[src/rtl/intr_jam_pkg.sv]
package intr_jam_pkg;
  localparam int CODE_W = 3;
  localparam int ADDR_W = 16;
  localparam int BYTE_W = 8;

  typedef enum logic {
    MODE_RST  = 1'b0,
    MODE_CALL = 1'b1
  } jam_mode_e;

  typedef struct packed {
    jam_mode_e         mode;
    logic [CODE_W-1:0] code;
    logic [ADDR_W-1:0] addr;
  } jam_cfg_t;

  function automatic logic [BYTE_W-1:0] restart_opcode(input logic [CODE_W-1:0] code);
    return {2'b11, code, 3'b111};
  endfunction
endpackage

[src/rtl/intr_jam_seq.sv]
module intr_jam_seq
  import intr_jam_pkg::*;
#(
  parameter int CALL_BYTES = 3,
  localparam int IDX_W = $clog2(CALL_BYTES)
) (
  input  logic             clk_i,
  input  logic             rst_ni,
  input  logic             start_i,
  input  jam_cfg_t         cfg_i,
  input  logic             inta_ni,
  output logic             pending_o,
  output logic [IDX_W-1:0] idx_o,
  output jam_cfg_t         cfg_o
);
  logic             inta_q, pending_q, rise;
  logic [IDX_W-1:0] idx_q, last_idx;
  jam_cfg_t         cfg_q;

  // a strobe ends on the rising edge of inta_ni; it counts only while a request is pending
  assign rise     = pending_q & inta_ni & ~inta_q;
  assign last_idx = (cfg_q.mode == MODE_CALL) ? IDX_W'(CALL_BYTES-1) : '0;

  always_ff @(posedge clk_i or negedge rst_ni) begin
    if (!rst_ni) begin
      inta_q    <= 1'b1;
      pending_q <= 1'b0;
      idx_q     <= '0;
      cfg_q     <= '0;
    end else begin
      inta_q <= inta_ni;
      if (!pending_q) begin
        if (start_i) begin
          pending_q <= 1'b1;
          cfg_q     <= cfg_i;
          idx_q     <= '0;
        end
      end else if (rise) begin
        if (idx_q == last_idx) begin
          pending_q <= 1'b0;
          idx_q     <= '0;
        end else begin
          idx_q <= idx_q + 1'b1;
        end
      end
    end
  end

  assign pending_o = pending_q;
  assign idx_o     = idx_q;
  assign cfg_o     = cfg_q;

  p_drop_after_strobe_r6: assert property (@(posedge clk_i) disable iff (!rst_ni)
    $fell(pending_q) |-> $past(rise));
  p_cfg_held_r8: assert property (@(posedge clk_i) disable iff (!rst_ni)
    (pending_q && $past(pending_q)) |-> $stable(cfg_q));
  p_hold_request_r2: assert property (@(posedge clk_i) disable iff (!rst_ni)
    (pending_q && !rise) |=> pending_q);
endmodule

[src/rtl/intr_jam_byte_sel.sv]
module intr_jam_byte_sel
  import intr_jam_pkg::*;
#(
  parameter logic [BYTE_W-1:0] CALL_OPC = 8'hCD,
  parameter int IDX_W = 2
) (
  input  jam_cfg_t          cfg_i,
  input  logic [IDX_W-1:0]  idx_i,
  output logic [BYTE_W-1:0] byte_o
);
  localparam int N_ADDR_BYTES = ADDR_W / BYTE_W;

  logic [BYTE_W-1:0] call_bytes [N_ADDR_BYTES+1];

  assign call_bytes[0] = CALL_OPC;
  for (genvar g = 0; g < N_ADDR_BYTES; g++) begin : g_addr_bytes
    assign call_bytes[g+1] = cfg_i.addr[g*BYTE_W +: BYTE_W];
  end

  always_comb begin
    byte_o = restart_opcode(cfg_i.code);
    if (cfg_i.mode == MODE_CALL) begin
      byte_o = '0;
      for (int i = 0; i <= N_ADDR_BYTES; i++) begin
        if (int'(idx_i) == i) byte_o = call_bytes[i];
      end
    end
  end
endmodule

[src/rtl/intr_jam.sv]
module intr_jam
  import intr_jam_pkg::*;
#(
  parameter logic [7:0] CALL_OPC = 8'hCD
) (
  input  logic        clk_i,
  input  logic        rst_ni,
  input  logic        start_i,
  input  logic        mode_i,
  input  logic [2:0]  code_i,
  input  logic [15:0] addr_i,
  input  logic        inta_ni,
  output logic        intr_o,
  output logic [7:0]  data_o,
  output logic        data_oe_o
);
  localparam int CALL_BYTES = 1 + ADDR_W / BYTE_W;
  localparam int IDX_W      = $clog2(CALL_BYTES);

  jam_cfg_t          cfg_in, cfg_q;
  logic              pending;
  logic [IDX_W-1:0]  idx;
  logic [BYTE_W-1:0] sel_byte;

  assign cfg_in = '{mode: jam_mode_e'(mode_i), code: code_i, addr: addr_i};

  intr_jam_seq #(.CALL_BYTES(CALL_BYTES)) u_seq (
    .clk_i    (clk_i),
    .rst_ni   (rst_ni),
    .start_i  (start_i),
    .cfg_i    (cfg_in),
    .inta_ni  (inta_ni),
    .pending_o(pending),
    .idx_o    (idx),
    .cfg_o    (cfg_q)
  );

  intr_jam_byte_sel #(.CALL_OPC(CALL_OPC), .IDX_W(IDX_W)) u_sel (
    .cfg_i (cfg_q),
    .idx_i (idx),
    .byte_o(sel_byte)
  );

  assign intr_o    = pending;
  assign data_oe_o = pending & ~inta_ni;
  assign data_o    = data_oe_o ? sel_byte : '0;

  p_drive_in_strobe_r5: assert property (@(posedge clk_i) disable iff (!rst_ni)
    data_oe_o |-> (!inta_ni && intr_o));
  p_quiet_bus_r5: assert property (@(posedge clk_i) disable iff (!rst_ni)
    !data_oe_o |-> (data_o == 8'h00));
  p_restart_shape_r3: assert property (@(posedge clk_i) disable iff (!rst_ni)
    (data_oe_o && cfg_q.mode == MODE_RST) |-> (data_o[7:6] == 2'b11 && data_o[2:0] == 3'b111));
endmodule

[config.mk]
export PLATFORM = sky130hd
export DESIGN_NAME = intr_jam
export DESIGN_NICKNAME = d
export VERILOG_FILES = /design/src/rtl/intr_jam_pkg.sv /design/src/rtl/intr_jam_seq.sv /design/src/rtl/intr_jam_byte_sel.sv /design/src/rtl/intr_jam.sv
export SDC_FILE = /design/constraint.sdc
export NUM_CORES = 1
export LEC_CHECK = 0
export CORE_MARGIN = 2
export CORE_UTILIZATION = 55
export DETAILED_ROUTE_END_ITERATION = 12
export DONT_BUFFER_PORTS = 1
export GPL_ROUTABILITY_DRIVEN = 0
export GPL_TIMING_DRIVEN = 0
export HOLD_SLACK_MARGIN = 0.12
export PLACE_DENSITY_LB_ADDON = 0.05
export SLEW_MARGIN = 10
export SYNTH_ARGS = -nofsm -noshare
export SYNTH_HDL_FRONTEND = slang
export SYNTH_HIERARCHICAL = 1
export SYNTH_SLANG_ARGS = --single-unit
[constraint.sdc]
create_clock -name clk_i -period 1.2 [get_ports clk_i]
set_input_delay 0.12 -clock clk_i [delete_from_list [all_inputs] [get_ports clk_i]]
set_output_delay 0.12 -clock clk_i [all_outputs]
set_load 0.1 [all_outputs]
Yosys cells after proc, flatten, opt, wreduce, memory -nomap -nowiden
Cells that the tools add are included.
{"block": "word_totals", "reg_bits": 24, "inputBits": 24, "out_inout_bits": 10, "wordCells": 35}
{"block": "op_classes", "n_addsub": 1, "eq_ne": 4, "n_mux": 14, "bitwise": 6, "n_reduce_logical": 4}
{"op": "$mux W8", "count": 5}
{"op": "$mux W2", "count": 5}
{"op": "$eq A2 B2 Y1 const B", "count": 2}
{"op": "$mux W1", "count": 4}
{"op": "$reduce_and A2 Y1", "count": 2}
{"op": "$and A1 B1 Y1", "count": 3}
{"op": "$not A1 Y1", "count": 3}
{"op": "$add A2 B1 Y2 const B", "count": 1}
{"op": "$eq A2 B2 Y1", "count": 1}
{"op": "$logic_not A2 Y1", "count": 1}
{"op": "$ne A2 B2 Y1 const B", "count": 1}
{"op": "$reduce_bool A2 Y1", "count": 1}

Logic depth before layout (Yosys ltp)
{"block": "logic_depth", "word_depth": 6, "mapped_depth": 4, "mapped_depth_nobuf": 4}

Hierarchy
Netlist, hierarchy kept.
{"mod": "intr_jam_seq", "n_inst": 1, "cells_each": 102, "area_each_um2": 958.4, "seq_area_each_um2": 601.8}
{"mod": "intr_jam_byte_sel", "n_inst": 1, "cells_each": 28, "area_each_um2": 155.1, "seq_area_each_um2": 0.0}
{"mod": "intr_jam", "n_inst": 1, "cells_each": 9, "area_each_um2": 76.3, "seq_area_each_um2": 0.0}

Least setup slack after synthesis
No wires, ideal clock.
{"block": "synth_path", "kind": "reg2out", "from": "register u_seq.pending_q (netlist: u_seq/pending_o)", "to": "output port data_oe_o", "arrival_ns": 2.481, "t_required_ns": 1.080, "setup_slack_ns": -1.401, "path_stages_with_launch": 2, "path_buffers": 0, "path_cell_list": "dfrtp_1 -> nor2b_1"}
{"block": "synth_via", "elab_chain_cells": 1}
{"item": "from (decl)", "line_no": "intr_jam_seq.sv:16", "text": "logic inta_q, pending_q, rise;"}
{"item": "from (signal assigned)", "line_no": "intr_jam_seq.sv:27", "text": "pending_q <= 1'b0;"}
{"item": "from (signal assigned)", "line_no": "intr_jam_seq.sv:34", "text": "pending_q <= 1'b1;"}
{"item": "from (signal assigned)", "line_no": "intr_jam_seq.sv:40", "text": "pending_q <= 1'b0;"}
{"item": "$and A1 B1 Y1", "line_no": "intr_jam.sv:45", "text": "assign data_oe_o = pending & ~inta_ni;"}
{"item": "to (decl)", "line_no": "intr_jam.sv:15", "text": "output logic data_oe_o"}
No other way between the ends.

Worst setup path in the final report
{"block": "layout_path", "from": "register u_seq.idx_q[1] (netlist: u_seq/idx_o[1])", "to": "output port data_o[4]"}
{"block": "layout_via", "elab_chain_cells": 5, "word_cells_on_any_way": 6, "classes_between": "2 x eq/ne; 4 x mux"}
{"item": "from (decl)", "line_no": "intr_jam_seq.sv:17", "text": "logic [IDX_W-1:0] idx_q, last_idx;"}
{"item": "from (signal assigned)", "line_no": "intr_jam_seq.sv:43", "text": "idx_q <= idx_q + 1'b1;"}
{"item": "$eq A2 B2 Y1", "line_no": "intr_jam_byte_sel.sv:25", "text": "if (int'(idx_i) == i) byte_o = call_bytes[i];"}
{"item": "$mux W8", "line_no": "intr_jam_byte_sel.sv:25"}
{"item": "$mux W8 (*)", "line_no": "intr_jam_byte_sel.sv:25"}
{"item": "$mux W8 (*)", "line_no": "intr_jam_byte_sel.sv:22", "text": "if (cfg_i.mode == MODE_CALL) begin"}
{"item": "named net sel_byte[4]", "line_no": "intr_jam.sv:23", "text": "logic [BYTE_W-1:0] sel_byte;"}
{"item": "$mux W8 (*)", "line_no": "intr_jam.sv:46", "text": "assign data_o = data_oe_o ? sel_byte : '0;"}
{"item": "to (decl)", "line_no": "intr_jam.sv:14", "text": "output logic [7:0] data_o,"}
Mark *: on every way through the listed nets, which the timed path passes. The rest lies on a longest branch.

==> impl_results.html <==
<table>
<tr><th>Metric</th><th>Value</th></tr>
<tr><th colspan="2">Outcome</th></tr>
<tr><td>Run status</td><td>complete, but fails checks</td></tr>
<tr><td>Violations in the final reports</td><td>setup timing</td></tr>
<tr><th colspan="2">Route</th></tr>
<tr><td>Routed via count</td><td>1266</td></tr>
<tr><td>Drc violations</td><td>0</td></tr>
<tr><td>Detailed-route wire length per cell</td><td>20.6 um</td></tr>
<tr><td>Number of vias per cell after detailed routing</td><td>6.21</td></tr>
<tr><td>Remaining antenna violation count after routing</td><td>0</td></tr>
<tr><td>Number of violations reported at the end of detailed-routing iteration 0</td><td>50</td></tr>
<tr><td>Post-Route WL</td><td>4210 um</td></tr>
<tr><td>Length of the first detailed-routing pass in iterations</td><td>4</td></tr>
<tr><th colspan="2">Timing</th></tr>
<tr><td>Max-slew violations</td><td>0</td></tr>
<tr><td>Worst-Margin Slew</td><td>1.10 ns</td></tr>
<tr><td>RSZ-0062 raised after global routing</td><td>yes</td></tr>
<tr><td>Final sum of negative setup slack</td><td>-13.22 ns</td></tr>
<tr><td>Total of endpoints with negative setup slack in the final report</td><td>32</td></tr>
<tr><td>Hold Vio Cnt, Final</td><td>0</td></tr>
<tr><td>Final worst clock skew</td><td>0.00230 ns</td></tr>
<tr><td>Minimum clock period after layout</td><td>1.95 ns</td></tr>
<tr><td>Worst slew margin</td><td>26.9%</td></tr>
<tr><td>FMAX</td><td>514 MHz</td></tr>
<tr><td>Least setup slack across all paths after layout</td><td>-0.747 ns</td></tr>
<tr><td>Portion of the clock cycle consumed by the worst path in the final layout</td><td>162%</td></tr>
<tr><th colspan="2">Pwr</th></tr>
<tr><td>Static leakage</td><td>0.924 nW</td></tr>
<tr><td>Worst IR Drop VDD</td><td>2.07 mV</td></tr>
<tr><td>Sequential power share</td><td>32.2%</td></tr>
<tr><td>Cell-internal power</td><td>2.45 mW</td></tr>
<tr><td>Switching power</td><td>2.66 mW</td></tr>
<tr><td>Final Total Pwr</td><td>5.11 mW</td></tr>
<tr><td>Power share of the clock group</td><td>8.9%</td></tr>
<tr><td>Relative contribution of combinational cells to total power</td><td>58.9%</td></tr>
<tr><td>Switch share</td><td>52.1%</td></tr>
<tr><td>Power density relative to cell area</td><td>2750 mW/mm2</td></tr>
<tr><th colspan="2">Clock tree</th></tr>
<tr><td>H-tree level count</td><td>1</td></tr>
<tr><td>TritonCTS clock tree</td><td>done</td></tr>
<tr><td>Inserted Clock Buffers</td><td>3</td></tr>
<tr><td>Number of buffers inserted by hold repair at cts</td><td>23</td></tr>
<tr><td>Buffer depth of the longest clock path</td><td>2</td></tr>
<tr><td>Post-CTS clock slew at the launch and capture registers of the worst setup and hold paths</td><td>0.14 ns</td></tr>
<tr><td>Cell chosen for the clock root</td><td>clkbuf_4</td></tr>
<tr><td>Worst-skew pair later-pin latency</td><td>0.33 ns</td></tr>
<tr><td>Number of clock sinks</td><td>24</td></tr>
<tr><th colspan="2">Synthesis</th></tr>
<tr><td>Synth top cells by count</td><td>nand2_1, dfrtp_1, and3b_1, nor2_1</td></tr>
<tr><td>Cell types occupying the most area after synthesis</td><td>dfrtp_1, nand2_1, and3b_1</td></tr>
<tr><td>Number of distinct standard cells referenced by the synthesized netlist</td><td>27</td></tr>
<tr><td>Number of instances in the synthesized netlist</td><td>139</td></tr>
<tr><td>Cell Area, Synth</td><td>0.00119 mm2</td></tr>
<tr><td>Total number of yosys warnings</td><td>6</td></tr>
<tr><td>Ys async rst share</td><td>100%</td></tr>
<tr><td>Synthesized flop and latch total</td><td>24</td></tr>
<tr><td>Synthesized area per cell</td><td>8.56 um2</td></tr>
<tr><td>Sequential cell area fraction in the yosys report</td><td>50.6%</td></tr>
<tr><td>Yosys top cell area share</td><td>48.4%</td></tr>
<tr><td>Cell with the most instances after synthesis</td><td>nand2_1</td></tr>
<tr><td>Dominant cell type by area after synthesis</td><td>dfrtp_1</td></tr>
<tr><td>Net Count, Synth</td><td>163</td></tr>
<tr><td>Most used flip-flop cell after synthesis</td><td>dfrtp_1</td></tr>
<tr><td>Post-synth EDFFs</td><td>0</td></tr>
<tr><th colspan="2">Placed design</th></tr>
<tr><td>Placed wire-length estimate</td><td>1780 um</td></tr>
<tr><td>Number of input and output port buffers inserted</td><td>0</td></tr>
<tr><th colspan="2">Finish</th></tr>
<tr><td>Area growth from synthesis to layout</td><td>56.0%</td></tr>
<tr><td>Number of filler instances in the final layout</td><td>71</td></tr>
<tr><td>Antenna fix cells</td><td>0</td></tr>
<tr><td>NumNets Final</td><td>202</td></tr>
<tr><td>Fraction of final layout cells with drive strength greater than 1</td><td>42.4%</td></tr>
<tr><th colspan="2">GRT</th></tr>
<tr><td>Global-route wire length before repair</td><td>5260 um</td></tr>
<tr><td>Initial antenna violation count</td><td>0</td></tr>
<tr><td>Global Route Usage Sum</td><td>27.9%</td></tr>
<tr><td>Overall overflow remaining after global route</td><td>0</td></tr>
<tr><td>Number of global-route vias before repair</td><td>1127</td></tr>
<tr><td>Pin count of the biggest net entering global routing</td><td>25</td></tr>
<tr><th colspan="2">Worst setup path</th></tr>
<tr><td>CP Launch Type</td><td>flip-flop</td></tr>
<tr><td>Largest stage delay on the critical path</td><td>0.47 ns</td></tr>
<tr><td>Required time of the critical path</td><td>1.08 ns</td></tr>
<tr><td>Buffering stage count on the worst path with inverters included</td><td>0</td></tr>
<tr><td>Worst-path maximum fanout</td><td>4</td></tr>
<tr><td>Kind of critical path</td><td>flip-flop to output port</td></tr>
<tr><td>CP Cell Sequence</td><td>and2b_2 &gt; a22oi_2 &gt; a21oi_1 &gt; and3b_4</td></tr>
<tr><td>Largest delay share family, worst path</td><td>simple AND/OR/NAND/NOR gates</td></tr>
<tr><td>Critical path arrival</td><td>1.83 ns</td></tr>
<tr><td>Slowest cell on crit path</td><td>dfrtp_2</td></tr>
<tr><td>Kind of capture point of the worst setup path</td><td>output port</td></tr>
<tr><th colspan="2">Flow run</th></tr>
<tr><td>Number of maximum-capacitance violations</td><td>0</td></tr>
<tr><th colspan="2">Die</th></tr>
<tr><td>Die Height</td><td>50.5 um</td></tr>
<tr><td>DIE AREA</td><td>0.00255 mm2</td></tr>
<tr><td>Boundary pin count</td><td>34</td></tr>
<tr><td>Die width</td><td>50.5 um</td></tr>
<tr><td>Area inside the core boundary</td><td>0.00200 mm2</td></tr>
<tr><td>Effective utilization at floorplan</td><td>59.4%</td></tr>
<tr><td>Site Rows</td><td>16</td></tr>
<tr><th colspan="2">Min path</th></tr>
<tr><td>Worst hold-check path type</td><td>input pin to async pin</td></tr>
</table>
path summary, 6_finish.rpt:
kind	cells after the start	endpoint	from	slack, ns
setup / recovery	4	data_o[4]	u_seq/idx_o[1]$_DFFE_PN0P_	-0.75
hold / removal	1	u_seq/cfg_o[3]$_DFFE_PN0P_	rst_ni	0.05
setup reg to reg	5	u_seq/idx_o[1]$_DFFE_PN0P_	u_seq/pending_o$_DFF_PN0_	-0.44
hold reg to reg	2	u_seq/cfg_o[15]$_DFFE_PN0P_	u_seq/cfg_o[15]$_DFFE_PN0P_	0.50
max in group asynchronous	1	u_seq/pending_o$_DFF_PN0_	rst_ni	0.37
min in group clk_i	4	u_seq/cfg_o[6]$_DFFE_PN0P_	start_i	0.25
flip-flops by register name (all words and copies together), names as in the netlist:
register and flops:
u_seq/idx_o 2, u_seq/pending_o 1, u_seq/inta_q 1, u_seq/cfg_o 20
kinds of logic (layout without fill, tap and decap cells):
logic type	count (synthesis)	in the layout	share of synthesized area [%]
buf+inv	8	46	4.42
flops	24	24	50.6
simple gates	86	86	33.5
xor+xnor	1	1	0.736
compound gates	20	20	10.7
through the flow:
stage / setup WS (ns) / utilization [%] / instance area (um2) / cells / hold WS [ns]
2_1_floorplan: -0.170 / - / 1230 / 139 / -0.176
3_3_place_gp: -0.233 / 63.4 / 1270 / 166 / -0.175
3_5_place_dp: -0.263 / 63.4 / 1270 / 166 / -0.175
4_1_cts: -0.595 / 78.9 / 1580 / 196 / 0.229
5_1_grt: -0.773 / 92.8 / 1860 / 204 / 0.112
6_report: -0.747 / 92.8 / 1860 / 204 / 0.0507
repair_timing:
action	CTS	global route
cloned	0	2
setup buffers	3	6
endpoints found under the hold margin	48	23
setup endpoints to repair	32	56
gates resized for setup	11	60
pin swaps	1	20
cell type report:
cell class | count | area, um2 | share of cell area (%)
Sequential cell | 24 | 608 | 32.7
Inverter | 3 | 11.3 | 0.606
Tap cell | 27 | 33.8 | 1.82
Buffer | 5 | 66.3 | 3.57
Timing Repair Buffer | 34 | 358 | 19.3
Multi-Input combinational cell | 107 | 743 | 40.0
Clock buffer | 4 | 36.3 | 1.95
metal layers:
metal  vias up  global-route usage (%)  share of wire (%)
li1        530                       -                  -
met1       615                    34.2                 38
met2       103                    50.7                 48
met3        18                    6.85                9.9
met4         0                    4.05                3.3
met5         -                       0                  0
layout by cell type, fill, tap and decap left out, drive strengths merged:
cell / netlist / layout
nand2: 62 / 62
nor2b: 2 / 2
a22oi: 3 / 3
inv: 3 / 3
dfrtp: 23 / 23
o21ai: 7 / 7
and2b: 2 / 2
o41ai: 1 / 1
nand3: 1 / 1
and3b: 8 / 8
o211ai: 1 / 1
dlygate4sd3: 0 / 22
xor2: 1 / 1
nor2: 7 / 7
clkbuf: 3 / 8
nand2b: 3 / 3
dlymetal6s4s: 0 / 1
a21boi: 5 / 5
dfstp: 1 / 1
buf: 2 / 12
nand3b: 1 / 1
o22ai: 1 / 1
a21oi: 2 / 2
power by group through the flow:
stage	registers (mW)	logic [mW]	clock network, mW
6_report	1.65	3.01	0.455
5_1_grt	1.68	3.13	0.493
4_1_cts	1.64	2.23	0.443
3_5_place_dp	1.65	1.98	0
3_3_place_gp	1.65	1.93	0
2_1_floorplan	1.55	1.79	0
Note: power is estimated with default switching activity, not from simulation.
